### src/rtl/mpbank_fifo_pkg.sv
package mpbank_fifo_pkg;
   typedef enum logic [1:0] {
      OP_IDLE    = 2'd0,
      OP_READ    = 2'd1,
      OP_PEND_WR = 2'd2,
      OP_PUSH_WR = 2'd3
   } bank_op_e;
endpackage

### src/rtl/mpbank_fifo_bank.sv
module mpbank_fifo_bank #(
   parameter int DATA_W = 16,
   parameter int ROWS   = 8,
   localparam int RW    = $clog2(ROWS)
) (
   input  logic              clk,
   input  logic              en,
   input  logic              we,
   input  logic [RW-1:0]     row,
   input  logic [DATA_W-1:0] wdata,
   output logic [DATA_W-1:0] rdata
);
   logic [DATA_W-1:0] mem_q [ROWS];

   // single-port cell: one access per cycle, read data registered
   always_ff @(posedge clk) begin
      if (en && we)  mem_q[row] <= wdata;
      if (en && !we) rdata      <= mem_q[row];
   end
endmodule

### src/rtl/mpbank_fifo_arb.sv
module mpbank_fifo_arb
   import mpbank_fifo_pkg::*;
(
   input  logic     rd_req,
   input  logic     pend_req,
   input  logic     push_req,
   output bank_op_e op
);
   always_comb begin
      if (rd_req)        op = OP_READ;
      else if (pend_req) op = OP_PEND_WR;
      else if (push_req) op = OP_PUSH_WR;
      else               op = OP_IDLE;
   end
endmodule

### src/rtl/mpbank_fifo_pend.sv
module mpbank_fifo_pend #(
   parameter int DATA_W = 16,
   parameter int PW     = 6,
   parameter int BW     = 2,
   parameter int NBANK  = 4,
   parameter int NPORT  = 2,
   parameter int NPEND  = 4,
   localparam int IW    = $clog2(NPEND),
   localparam int FW    = $clog2(NPEND + 1),
   localparam int RW    = PW - 1 - BW
) (
   input  logic                          clk,
   input  logic                          rst_n,
   input  logic [PW-1:0]                 head,
   input  logic [NPORT-1:0]              alloc_vld,
   input  logic [NPORT-1:0][PW-1:0]      alloc_addr,
   input  logic [NPORT-1:0][DATA_W-1:0]  alloc_data,
   input  logic [NBANK-1:0]              retire,
   input  logic [NPORT-1:0]              look_en,
   input  logic [NPORT-1:0][PW-1:0]      look_addr,
   output logic [NBANK-1:0]              has,
   output logic [NBANK-1:0][RW-1:0]      sel_row,
   output logic [NBANK-1:0][DATA_W-1:0]  sel_data,
   output logic [NPORT-1:0]              look_hit,
   output logic [NPORT-1:0][DATA_W-1:0]  look_data,
   output logic [FW-1:0]                 free_cnt
);
   logic [NPEND-1:0]            vld_q, vld_nx, drop, taken;
   logic [PW-1:0]               addr_q [NPEND];
   logic [DATA_W-1:0]           data_q [NPEND];
   logic [PW-1:0]               age    [NPEND];
   logic [PW-1:0]               best   [NBANK];
   logic [NBANK-1:0][IW-1:0]    sel_idx;
   logic [NPORT-1:0][IW-1:0]    slot;
   logic [NPORT-1:0]            slot_ok;
   logic [IW-1:0]               ptr_q, n_alloc, idx_c;

   assign free_cnt = FW'(NPEND) - FW'($countones(vld_q));

   // oldest held write per bank; age is distance from the queue head
   always_comb begin
      for (int e = 0; e < NPEND; e++) age[e] = addr_q[e] - head;
      for (int b = 0; b < NBANK; b++) begin
         has[b]     = 1'b0;
         sel_idx[b] = '0;
         best[b]    = '1;
         for (int e = 0; e < NPEND; e++) begin
            if (vld_q[e] && addr_q[e][BW-1:0] == BW'(b) &&
                (!has[b] || age[e] < best[b])) begin
               has[b]     = 1'b1;
               sel_idx[b] = IW'(e);
               best[b]    = age[e];
            end
         end
         sel_row[b]  = addr_q[sel_idx[b]][PW-2:BW];
         sel_data[b] = data_q[sel_idx[b]];
      end
   end

   // pops that find their entry here take the data and cancel the write
   always_comb begin
      drop = '0;
      for (int i = 0; i < NPORT; i++) begin
         look_hit[i]  = 1'b0;
         look_data[i] = '0;
         for (int e = 0; e < NPEND; e++) begin
            if (look_en[i] && vld_q[e] && addr_q[e] == look_addr[i]) begin
               look_hit[i]  = 1'b1;
               look_data[i] = data_q[e];
               drop[e]      = 1'b1;
            end
         end
      end
   end

   // slot search starts at a rotating pointer
   always_comb begin
      taken   = '0;
      slot_ok = '0;
      slot    = '0;
      n_alloc = '0;
      idx_c   = '0;
      for (int i = 0; i < NPORT; i++) begin
         for (int k = 0; k < NPEND; k++) begin
            idx_c = ptr_q + IW'(k);
            if (alloc_vld[i] && !slot_ok[i] && !vld_q[idx_c] && !taken[idx_c]) begin
               slot_ok[i]   = 1'b1;
               slot[i]      = idx_c;
               taken[idx_c] = 1'b1;
            end
         end
         if (slot_ok[i]) n_alloc = n_alloc + IW'(1);
      end
      vld_nx = vld_q & ~drop;
      for (int b = 0; b < NBANK; b++)
         if (retire[b]) vld_nx[sel_idx[b]] = 1'b0;
      for (int i = 0; i < NPORT; i++)
         if (slot_ok[i]) vld_nx[slot[i]] = 1'b1;
   end

   always_ff @(posedge clk) begin
      if (!rst_n) begin
         vld_q <= '0;
         ptr_q <= '0;
      end else begin
         vld_q <= vld_nx;
         ptr_q <= ptr_q + n_alloc;
      end
   end

   always_ff @(posedge clk) begin
      for (int i = 0; i < NPORT; i++) begin
         if (slot_ok[i]) begin
            addr_q[slot[i]] <= alloc_addr[i];
            data_q[slot[i]] <= alloc_data[i];
         end
      end
   end


   no_overflow_chk: assert property (@(posedge clk) disable iff (!rst_n)
      $countones(alloc_vld) <= int'(free_cnt));

   alloc_slot_chk: assert property (@(posedge clk) disable iff (!rst_n)
      (alloc_vld & ~slot_ok) == '0);

   retire_valid_chk: assert property (@(posedge clk) disable iff (!rst_n)
      (retire & ~has) == '0);
endmodule

### src/rtl/mpbank_fifo.sv
module mpbank_fifo
   import mpbank_fifo_pkg::*;
#(
   parameter int DATA_W = 16,
   parameter int DEPTH  = 32,
   parameter int NBANK  = 4,
   parameter int NPORT  = 2,
   parameter int NPEND  = 4,
   localparam int CW    = $clog2(NPORT + 1)
) (
   input  logic                     clk,
   input  logic                     rst_n,
   input  logic [NPORT-1:0]         push_valid,
   input  logic [NPORT*DATA_W-1:0]  push_data,
   output logic                     push_ready,
   input  logic [CW-1:0]            pop_count,
   output logic [NPORT-1:0]         pop_valid,
   output logic [NPORT*DATA_W-1:0]  pop_data
);
   localparam int AW   = $clog2(DEPTH);
   localparam int PW   = AW + 1;
   localparam int BW   = $clog2(NBANK);
   localparam int RW   = AW - BW;
   localparam int ROWS = DEPTH / NBANK;
   localparam int FW   = $clog2(NPEND + 1);

   if ((1 << AW) != DEPTH)        begin : g_bad_depth  $error("DEPTH must be a power of two"); end
   if ((1 << BW) != NBANK)        begin : g_bad_banks  $error("NBANK must be a power of two"); end
   if (NBANK < 2 * NPORT)         begin : g_few_banks  $error("NBANK must be at least 2*NPORT"); end
   if (DEPTH < 2 * NBANK)         begin : g_shallow    $error("DEPTH must be at least 2*NBANK"); end
   if ((1 << $clog2(NPEND)) != NPEND || NPEND < 2 * NPORT)
                                  begin : g_bad_pend   $error("NPEND must be a power of two >= 2*NPORT"); end

   logic [PW-1:0]                  head_q, tail_q, occ, n_acc, want, lim;
   logic [NPORT-1:0]               acc, grant, defer, look_hit;
   logic [NPORT-1:0][PW-1:0]       wr_addr, rd_addr;
   logic [NPORT-1:0][DATA_W-1:0]   wr_data, look_data, buf_q;
   logic [NPORT-1:0][BW-1:0]       bsel_q;
   logic [NPORT-1:0]               from_buf_q, pop_vld_q;
   logic [FW-1:0]                  pend_free;
   logic [NBANK-1:0]               rd_req, in_req, pend_has, retire, in_taken, bk_en, bk_we;
   logic [NBANK-1:0][RW-1:0]       rd_row, in_row, pend_row, bk_row;
   logic [NBANK-1:0][DATA_W-1:0]   in_dat, pend_data, bk_wd, bk_rd;
   bank_op_e                       op [NBANK];

   // ready depends only on registered state
   always_comb begin
      occ        = tail_q - head_q;
      push_ready = (pend_free >= FW'(NPORT)) && (occ <= PW'(DEPTH - NPORT));
   end

   // lane packing for pushes, clamped grant for pops
   always_comb begin
      n_acc = '0;
      for (int i = 0; i < NPORT; i++) begin
         acc[i]     = push_valid[i] & push_ready;
         wr_addr[i] = tail_q + n_acc;
         wr_data[i] = push_data[i*DATA_W +: DATA_W];
         if (acc[i]) n_acc = n_acc + PW'(1);
      end
      want = (pop_count > CW'(NPORT)) ? PW'(NPORT) : PW'(pop_count);
      lim  = (want < occ) ? want : occ;
      for (int i = 0; i < NPORT; i++) begin
         rd_addr[i] = head_q + PW'(i);
         grant[i]   = PW'(i) < lim;
      end
   end

   // route lane requests to banks
   always_comb begin
      rd_req = '0; rd_row = '0; in_req = '0; in_row = '0; in_dat = '0;
      for (int b = 0; b < NBANK; b++) begin
         for (int i = 0; i < NPORT; i++) begin
            if (grant[i] && rd_addr[i][BW-1:0] == BW'(b)) begin
               rd_req[b] = 1'b1;
               rd_row[b] = rd_addr[i][AW-1:BW];
            end
            if (acc[i] && wr_addr[i][BW-1:0] == BW'(b)) begin
               in_req[b] = 1'b1;
               in_row[b] = wr_addr[i][AW-1:BW];
               in_dat[b] = wr_data[i];
            end
         end
      end
   end

   for (genvar b = 0; b < NBANK; b++) begin : g_bank
      mpbank_fifo_arb u_arb (
         .rd_req   (rd_req[b]),
         .pend_req (pend_has[b]),
         .push_req (in_req[b]),
         .op       (op[b])
      );
      mpbank_fifo_bank #(.DATA_W(DATA_W), .ROWS(ROWS)) u_bank (
         .clk   (clk),
         .en    (bk_en[b]),
         .we    (bk_we[b]),
         .row   (bk_row[b]),
         .wdata (bk_wd[b]),
         .rdata (bk_rd[b])
      );

      bank_order_chk: assert property (@(posedge clk) disable iff (!rst_n)
         (op[b] == OP_PUSH_WR) |-> (!pend_has[b] && !rd_req[b]));
   end

   always_comb begin
      for (int b = 0; b < NBANK; b++) begin
         bk_en[b]    = op[b] != OP_IDLE;
         bk_we[b]    = (op[b] == OP_PEND_WR) || (op[b] == OP_PUSH_WR);
         retire[b]   = op[b] == OP_PEND_WR;
         in_taken[b] = op[b] == OP_PUSH_WR;
         bk_row[b]   = (op[b] == OP_READ)    ? rd_row[b]   :
                       (op[b] == OP_PEND_WR) ? pend_row[b] : in_row[b];
         bk_wd[b]    = (op[b] == OP_PEND_WR) ? pend_data[b] : in_dat[b];
      end
      for (int i = 0; i < NPORT; i++)
         defer[i] = acc[i] && !in_taken[wr_addr[i][BW-1:0]];
   end

   mpbank_fifo_pend #(
      .DATA_W(DATA_W), .PW(PW), .BW(BW), .NBANK(NBANK), .NPORT(NPORT), .NPEND(NPEND)
   ) u_pend (
      .clk        (clk),
      .rst_n      (rst_n),
      .head       (head_q),
      .alloc_vld  (defer),
      .alloc_addr (wr_addr),
      .alloc_data (wr_data),
      .retire     (retire),
      .look_en    (grant),
      .look_addr  (rd_addr),
      .has        (pend_has),
      .sel_row    (pend_row),
      .sel_data   (pend_data),
      .look_hit   (look_hit),
      .look_data  (look_data),
      .free_cnt   (pend_free)
   );

   always_ff @(posedge clk) begin
      if (!rst_n) begin
         head_q     <= '0;
         tail_q     <= '0;
         pop_vld_q  <= '0;
         from_buf_q <= '0;
         buf_q      <= '0;
         bsel_q     <= '0;
      end else begin
         head_q     <= head_q + lim;
         tail_q     <= tail_q + n_acc;
         pop_vld_q  <= grant;
         from_buf_q <= look_hit;
         buf_q      <= look_data;
         for (int i = 0; i < NPORT; i++) bsel_q[i] <= rd_addr[i][BW-1:0];
      end
   end

   always_comb begin
      pop_valid = pop_vld_q;
      for (int i = 0; i < NPORT; i++)
         pop_data[i*DATA_W +: DATA_W] = from_buf_q[i] ? buf_q[i] : bk_rd[bsel_q[i]];
   end


   stall_hold_chk: assert property (@(posedge clk) disable iff (!rst_n)
      !push_ready |=> tail_q == $past(tail_q));

   occ_bound_chk: assert property (@(posedge clk) disable iff (!rst_n)
      occ <= PW'(DEPTH));

   pop_lane_prefix_chk: assert property (@(posedge clk) disable iff (!rst_n)
      (pop_valid & (pop_valid + NPORT'(1))) == '0);
endmodule

### config.mk
export PLATFORM = sky130hd
export DESIGN_NAME = mpbank_fifo
export DESIGN_NICKNAME = d
export VERILOG_FILES = /design/src/rtl/mpbank_fifo_pkg.sv /design/src/rtl/mpbank_fifo_bank.sv /design/src/rtl/mpbank_fifo_arb.sv /design/src/rtl/mpbank_fifo_pend.sv /design/src/rtl/mpbank_fifo.sv
export SDC_FILE = /design/constraint.sdc
export NUM_CORES = 1
export LEC_CHECK = 0
export ABC_AREA = 1
export BUFFER_PORTS_ARGS = -buffer_cell sky130_fd_sc_hd__buf_2
export CAP_MARGIN = 20
export CORE_UTILIZATION = 35
export DETAILED_ROUTE_END_ITERATION = 7
export GPL_TIMING_DRIVEN = 0
export SYNTH_ARGS = -nofsm -noshare
export SYNTH_HDL_FRONTEND = slang
export SYNTH_HIERARCHICAL = 1
export SYNTH_SLANG_ARGS = --single-unit
### constraint.sdc
create_clock -name clk -period 24.1 [get_ports clk]
set_input_delay 0 -clock clk [delete_from_list [all_inputs] [get_ports clk]]
set_output_delay 0 -clock clk [all_outputs]
set_load 0.005 [all_outputs]
==> results.yml, run 1 <==
synthesis:
  synth.area.mux_share_pct: 0
  ys_ff_latch: 722
  syn_inst: 4875
  synth-xor-area-share_pct: 1.09
  avgSynthCellArea_um2: 8.43
  synth_area_um2: 41100
  synth_top_family_by_area: "simple AND/OR/NAND/NOR gates"
  synth-compound-area-share_pct: 11.3
  synth-simple-area-share_pct: 25.8
  ys_types: 57
  synthAdderAreaFrac_pct: 3.69
  yosys_warnings: 6
  synth_seq_area_share_pct: 51.3
power_and_ir_drop:
  powerDensity_nw_per_um2: 134
  pwr-share-comb_pct: 48.9
  power_switching_uw: 2990
  clkPwrFrac_pct: 19.6
  p_seq_share_pct: 31.5
  leakage_uw: 0.0202
  ir_drop_v: 0.0000773
  swShare_pct: 46.9
  p_int_uw: 3390
global_routing:
  grt_overflow: 0
  grt-busiest-layer: "met2"
  grt_util_all_layers_pct: 26.0
  use_met3_pct: 5.81
  met2_usage_pct: 39.6
  use_met1_pct: 35.4
  grt_max_degree: 23
  grt_pass1_vias: 34300
  grt_pass1_wl_um: 227000
  antenna_found_initial: 9
critical_path:
  slowest_stage: "dfxtp_1"
  start_kind: "register"
  endpoint_kind: "register"
  cp.arrival_ps: 11570
  crit_path_frequent_cell: "nand2_1"
  timing_worst_setup_path_type: "register to register"
  crit_fanout: 11
  cp.required_ps: 24460
  ff2ff_setup_slack_ps: 12890
  slowest_delay_ps: 990
sta:
  setup_tns_ps: 0
  fin_skew_ps: 32.7
  max-slew-margin-rel_pct: 14.9
  worst_pin_slew_ps: 1270
  finalWorstSetupSlack_ps: 12890
  hold_viol: 0
  max_freq_ghz: 0.0892
  fin_crit_ps: 11210
  post-route-period-util_pct: 46.5
  rsz0062_at_grt: "false"
  setup_viol: 0
  maxSlewViolCount: 0
placed_design:
  place_inst: 6539
  gp_congestion: 1.05
  dp_hpwl_um: 119000
  dp_slack_ps: 13200
  port_buffers: 72
finish:
  syn_to_final_growth_pct: 15.9
  drive_gt1_share_pct: 10.1
  final_cells: 6752
  final_nets: 5311
drt:
  drt_iter0_markers: 4326
  vias: 36500
  dr.pass1.iters: 7
  drc: 0
  routed_wl_um: 156000
  viasPerCell: 5.41
  routedWlPerCell_um: 23.1
  antenna_left: 0
status:
  status: "finished clean"
clock_tree:
  root_buffer: "clkbuf_16"
  h-tree-depth: 3
  cts_tree: "yes"
  worstSkewPairLatency_ps: 670
  clockBufferDepth: 3
  clock-sinks: 722
  path_clk_slew_ps: 60
  cts-buffers-inserted: 81
floorplan:
  core_area_um2: 116000
  ios: 73
  die_area_um2: 119000
  die_y_um: 345
  start_util_pct: 35.3
  rows: 125
  die_w_um: 345
hold_path:
  min_path_type: "primary input to register"
run:
  maxCapViolations: 0
-- per-layer routing --
layer / vias up / part of all wire (%)
met3: 369 / 9.8
met5: - / 0.017
met4: 4 / 4.6
li1: 17000 / -
met1: 17400 / 42
met2: 1787 / 43
-- kinds of logic after synthesis --
family                     after synthesis
adders and majority gates              117
AOI/OAI and AO/OA                      802
DFF                                    722
other                                    1
buffers and inverters                  631
and+or+nand+nor                       2551
xor gates and xnor gates                51
-- cell usage in the layout (no fill, tap or decap), types with 97 or more instances in the layout --
| master | n |
|---|---|
| inv_1 | 357 |
| ha_1 | 110 |
| o21ai_0 | 208 |
| nand2_1 | 1998 |
| buf_2 | 138 |
| a31oi_1 | 204 |
| a21oi_1 | 99 |
| o21ai_1 | 109 |
| clkbuf_1 | 131 |
| nor2_1 | 262 |
| edfxtp_1 | 664 |
| nand3_1 | 97 |
-- synth_stat cells, drive strengths merged --
cell        n  share of area (%)
conb        1             0.0091
or2         8               0.12
o21ai     320                3.9
clkbuf    117                1.1
nor4       37               0.81
a31oi     204                3.1
nor2      281                3.0
o21a        3              0.055
a211oi     10               0.18
o22ai      85                1.3
buf       125                2.1
nand4      51               0.88
a2111oi     5               0.11
a221oi      1              0.021
ha        110                3.3
a21o        3              0.055
o211ai     58                1.1
nor3       27               0.36
nor4b       1              0.021
fa          7               0.34
xnor2      12               0.26
clkinv      3              0.027
a21oi     100                1.2
o21bai      6               0.11
nand2    2028                 19
o31a        2              0.043
nand3     117                1.7
or4         1              0.018
xor2       39               0.83
o2111ai     2              0.043
dfxtp      58                2.8
edfxtp    664                 49
o221ai      2              0.043
a21boi      1              0.018
inv       386                3.6
-- path summary, 6_finish.rpt --
check	from	cells after the start	endpoint
worst max-delay path	head_q[1]	45	g_bank[2].u_bank/mem_q[0][6]
worst max register to register	head_q[1]	45	g_bank[2].u_bank/mem_q[0][6]
worst min register to register	tail_q[5]	2	tail_q[5]
worst min-delay path	push_valid[1]	7	tail_q[0]
-- critical path, delay by kind of cell (launching register included) --
| family | cells | cell delay, ps |
|---|---|---|
| buffers and inverters | 10 | 2690 |
| xor gates and xnor gates | 1 | 600 |
| and+or+nand+nor | 19 | 3160 |
| DFF | 1 | 990 |
| AOI/OAI and AO/OA | 11 | 1850 |
| adders and majority gates | 4 | 1560 |
-- registers in the layout (all words and copies together), names as in the netlist --
register,count
u_pend/ptr_q,2
u_pend/addr_q,24
bsel_q,4
u_pend/data_q,64
head_q,6
pop_valid,2
u_pend/vld_q,4
buf_q,32
from_buf_q,2
tail_q,6
g_bank.u_bank/rdata,64
g_bank.u_bank/mem_q,512
-- area by class of cell --
| class | count | area, um2 |
|---|---|---|
| Tap cell | 1524 | 1910 |
| Inverter | 389 | 1480 |
| Clock inverter | 40 | 398 |
| Sequential cell | 722 | 21100 |
| Timing Repair Buffer | 196 | 1660 |
| Antenna cell | 5 | 12.5 |
| Buffer | 242 | 1320 |
| Clock buffer | 110 | 2310 |
| Fill cell | 11700 | 68700 |
| Multi-Input combinational cell | 3524 | 17500 |
-- power groups by stage --
stage,combinational [uW],sequential [uW],clock [uW]
3_3_place_gp,2870,2040,0
4_1_cts,3050,2000,1270
6_report,3120,2010,1250
5_1_grt,3390,2020,1320
3_5_place_dp,3010,2020,0
2_1_floorplan,1850,1910,0
-- through the flow --
stage	cell area (um2)	util, %	power (uW)	hold slack [ps]
after floorplan	41100	-	3760	97.6
after global routing	47600	40.9	6730	133
final	47600	40.9	6380	86.9
after detailed placement	44400	38.1	5030	283
after global placement	43400	37.3	4910	271
after CTS	47600	40.9	6320	51.2
-- repair_timing --
action | 4_1_cts | 5_1_grt
gates resized for setup | 0 | 0
hold buffers | 53 | 0
setup endpoints to repair | 0 | 0
setup buffers | 0 | 0
endpoints found under the hold margin | 73 | 0
(Power assumes the default switching activity.)
==> run 2, diff against run 1 <==
==> constraint.sdc (replaced) <==
create_clock -name clk -period 10.2 [get_ports clk]
set_input_delay 0 -clock clk [delete_from_list [all_inputs] [get_ports clk]]
set_output_delay 0 -clock clk [all_outputs]
set_load 0.005 [all_outputs]
==> run 2 against run 1 <==
Critical path type unchanged. Sequential share of layout area down 0.24 points. Highest routed layer unchanged. Total power up 140%. Fmax up 15%. Clock-buffer cell count unchanged. Global-route usage about the same. Utilization up 0.24 points. Clock skew up 2.4 ps. Worst hold slack better by 2.3 ps.
==> results.yml, run 2 (synthesis results as in run 1) <==
floorplan:
  die_area_um2: 119000
  core_area_um2: 116000
  rows: 125
  die_w_um: 345
  start_util_pct: 35.3
  ios: 73
  die_y_um: 345
sta:
  max-slew-margin-rel_pct: 16.1
  setup_tns_ps: 0
  worst_pin_slew_ps: 1250
  hold_viol: 0
  max_freq_ghz: 0.102
  post-route-period-util_pct: 95.7
  setup_viol: 0
  maxSlewViolCount: 0
  finalWorstSetupSlack_ps: 440
  fin_crit_ps: 9760
  fin_skew_ps: 35.1
finish:
  final_cells: 6764
  layout_common_cells: "nand2_1 (1994), edfxtp_1 (664), inv_1 (357)"
  syn_to_final_growth_pct: 16.6
  largest_reg_flops: 512
  regMostFlops: "g_bank.u_bank/mem_q"
  post-route-util_pct: 41.2
  nFillCells: 11700
  drive_gt1_share_pct: 10.7
  final_nets: 5322
  final_common_cell: "nand2_1"
power_and_ir_drop:
  ir_drop_v: 0.000184
  p_seq_share_pct: 31.4
  clkPwrFrac_pct: 19.6
  swShare_pct: 46.9
  leakage_uw: 0.0203
  p_int_uw: 8020
  powerDensity_nw_per_um2: 316
  pwr-share-comb_pct: 49.0
  power_switching_uw: 7100
critical_path:
  start_kind: "register"
  endpoint_kind: "register"
  cp_top_family: "simple AND/OR/NAND/NOR gates"
  cp.arrival_ps: 10120
  crit_path_frequent_cell: "nand2_1"
  crit_fanout: 14
  crit_buf_inv: 9
  reg2regPathDepth: 43
  slowest_stage: "nor4_4"
  r2r-start: "head_q[0]"
  cp.required_ps: 10560
  ff2ff_setup_slack_ps: 440
  timing_worst_setup_path_type: "register to register"
  reg2reg_to: "g_bank[3].u_bank/mem_q[7][1]"
  slowest_delay_ps: 820
clock_tree:
  clockBufferDepth: 3
  worstSkewPairLatency_ps: 680
  path_clk_slew_ps: 60
  root_buffer: "clkbuf_16"
  h-tree-depth: 3
  cts-buffers-inserted: 81
  clock-sinks: 722
  cts_tree: "yes"
global_routing:
  met2_usage_pct: 39.6
  grt_pass1_wl_um: 227000
  use_met1_pct: 35.4
  antenna_found_initial: 9
  use_met3_pct: 5.81
  grt_overflow: 0
  grt-busiest-layer: "met2"
  grt_util_all_layers_pct: 26.0
  grt_pass1_vias: 34300
  grt_max_degree: 23
drt:
  routedWlPerCell_um: 23.1
  routed_wl_um: 156000
  antenna_left: 0
  vias: 36500
  viasPerCell: 5.39
  drt_iter0_markers: 4557
  drc: 0
  dr.pass1.iters: 6
placed_design:
  dp_hpwl_um: 119000
  port_buffers: 72
  gp_congestion: 1.05
  dp_slack_ps: -705
  place_inst: 6539
hold_path:
  hold_path_depth: 7
  min_path_type: "primary input to register"
  hp-start: "push_valid[1]"
  holdPathEnd: "tail_q[0]"
run:
  maxCapViolations: 0
status:
  status: "finished clean"
run 2: cell types whose count changed in the layout (fill, tap and decap cells not counted), sizes merged:
| cell | previous run | this run |
|---|---|---|
| buf | 267 | 279 |
| diode | 5 | 6 |
| clkbuf | 228 | 227 |
run 2: worst max-delay path by stage:
stage	cells after the start	end	start	slack [ps]
floorplan	42	g_bank[1].u_bank/mem_q[2][0]	head_q[0]	1650
global placement	43	g_bank[1].u_bank/mem_q[6][0]	head_q[0]	-2840
detailed placement	44	g_bank[1].u_bank/mem_q[6][0]	head_q[1]	-710
CTS	46	g_bank[1].u_bank/mem_q[0][10]	head_q[2]	20
global route	43	g_bank[1].u_bank/mem_q[3][1]	head_q[0]	-4
finish	43	g_bank[3].u_bank/mem_q[7][1]	head_q[0]	440
run 2: power groups by stage:
stage	clock (uW)	sequential [uW]	combinational, uW
2_1_floorplan	0	4520	4380
3_3_place_gp	0	4820	6790
3_5_place_dp	0	4780	7100
4_1_cts	3000	4730	7220
5_1_grt	3110	4770	8090
6_report	2960	4750	7410
run 2: final cells by class:
cell class                      count  area, um2  area share (%)
Sequential cell                   722      21100            44.0
Multi-Input combinational cell   3524      17600            36.8
Clock buffer                      110       2310            4.81
Tap cell                         1524       1910            3.98
Timing Repair Buffer              208       1750            3.65
Inverter                          389       1480            3.09
Buffer                            241       1330            2.77
Clock inverter                     40        398           0.830
Antenna cell                        6       15.0          0.0313
run 2: repair_timing:
item / 4_1_cts / 5_1_grt
gates resized for setup: 5 / 41
endpoints found under the hold margin: 73 / 0
cloned: 0 / 0
setup endpoints to repair: 333 / 505
pin swaps: 0 / 8
buffers inserted: 0 / 12
hold buffers: 53 / 0
run 2: metal layers:
layer,wire [um],up-vias
met2,67800,1779
li1,-,17100
met1,66100,17300
met4,7230,4
met5,27,-
met3,15100,358
run 2: stage by stage:
| stage | hold WS [ps] | area (um2) | power, uW |
|---|---|---|---|
| global route | 133 | 47900 | 16000 |
| CTS | 51.2 | 47600 | 14900 |
| global placement | 271 | 43400 | 11600 |
| detailed placement | 283 | 44400 | 11900 |
| finish | 89.2 | 47900 | 15100 |
| floorplan | 97.6 | 41100 | 8890 |
run 2: worst reg2reg max path, delay by kind of cell, from the launching register on:
kind | cells | cell delay [ps]
AO/OA/AOI/OAI | 9 | 1530
XOR/XNOR | 1 | 400
AND/OR/NAND/NOR | 19 | 3110
adder cells (fa/ha/maj) | 5 | 1590
buffers and inverters | 9 | 2200
flip-flops | 1 | 630
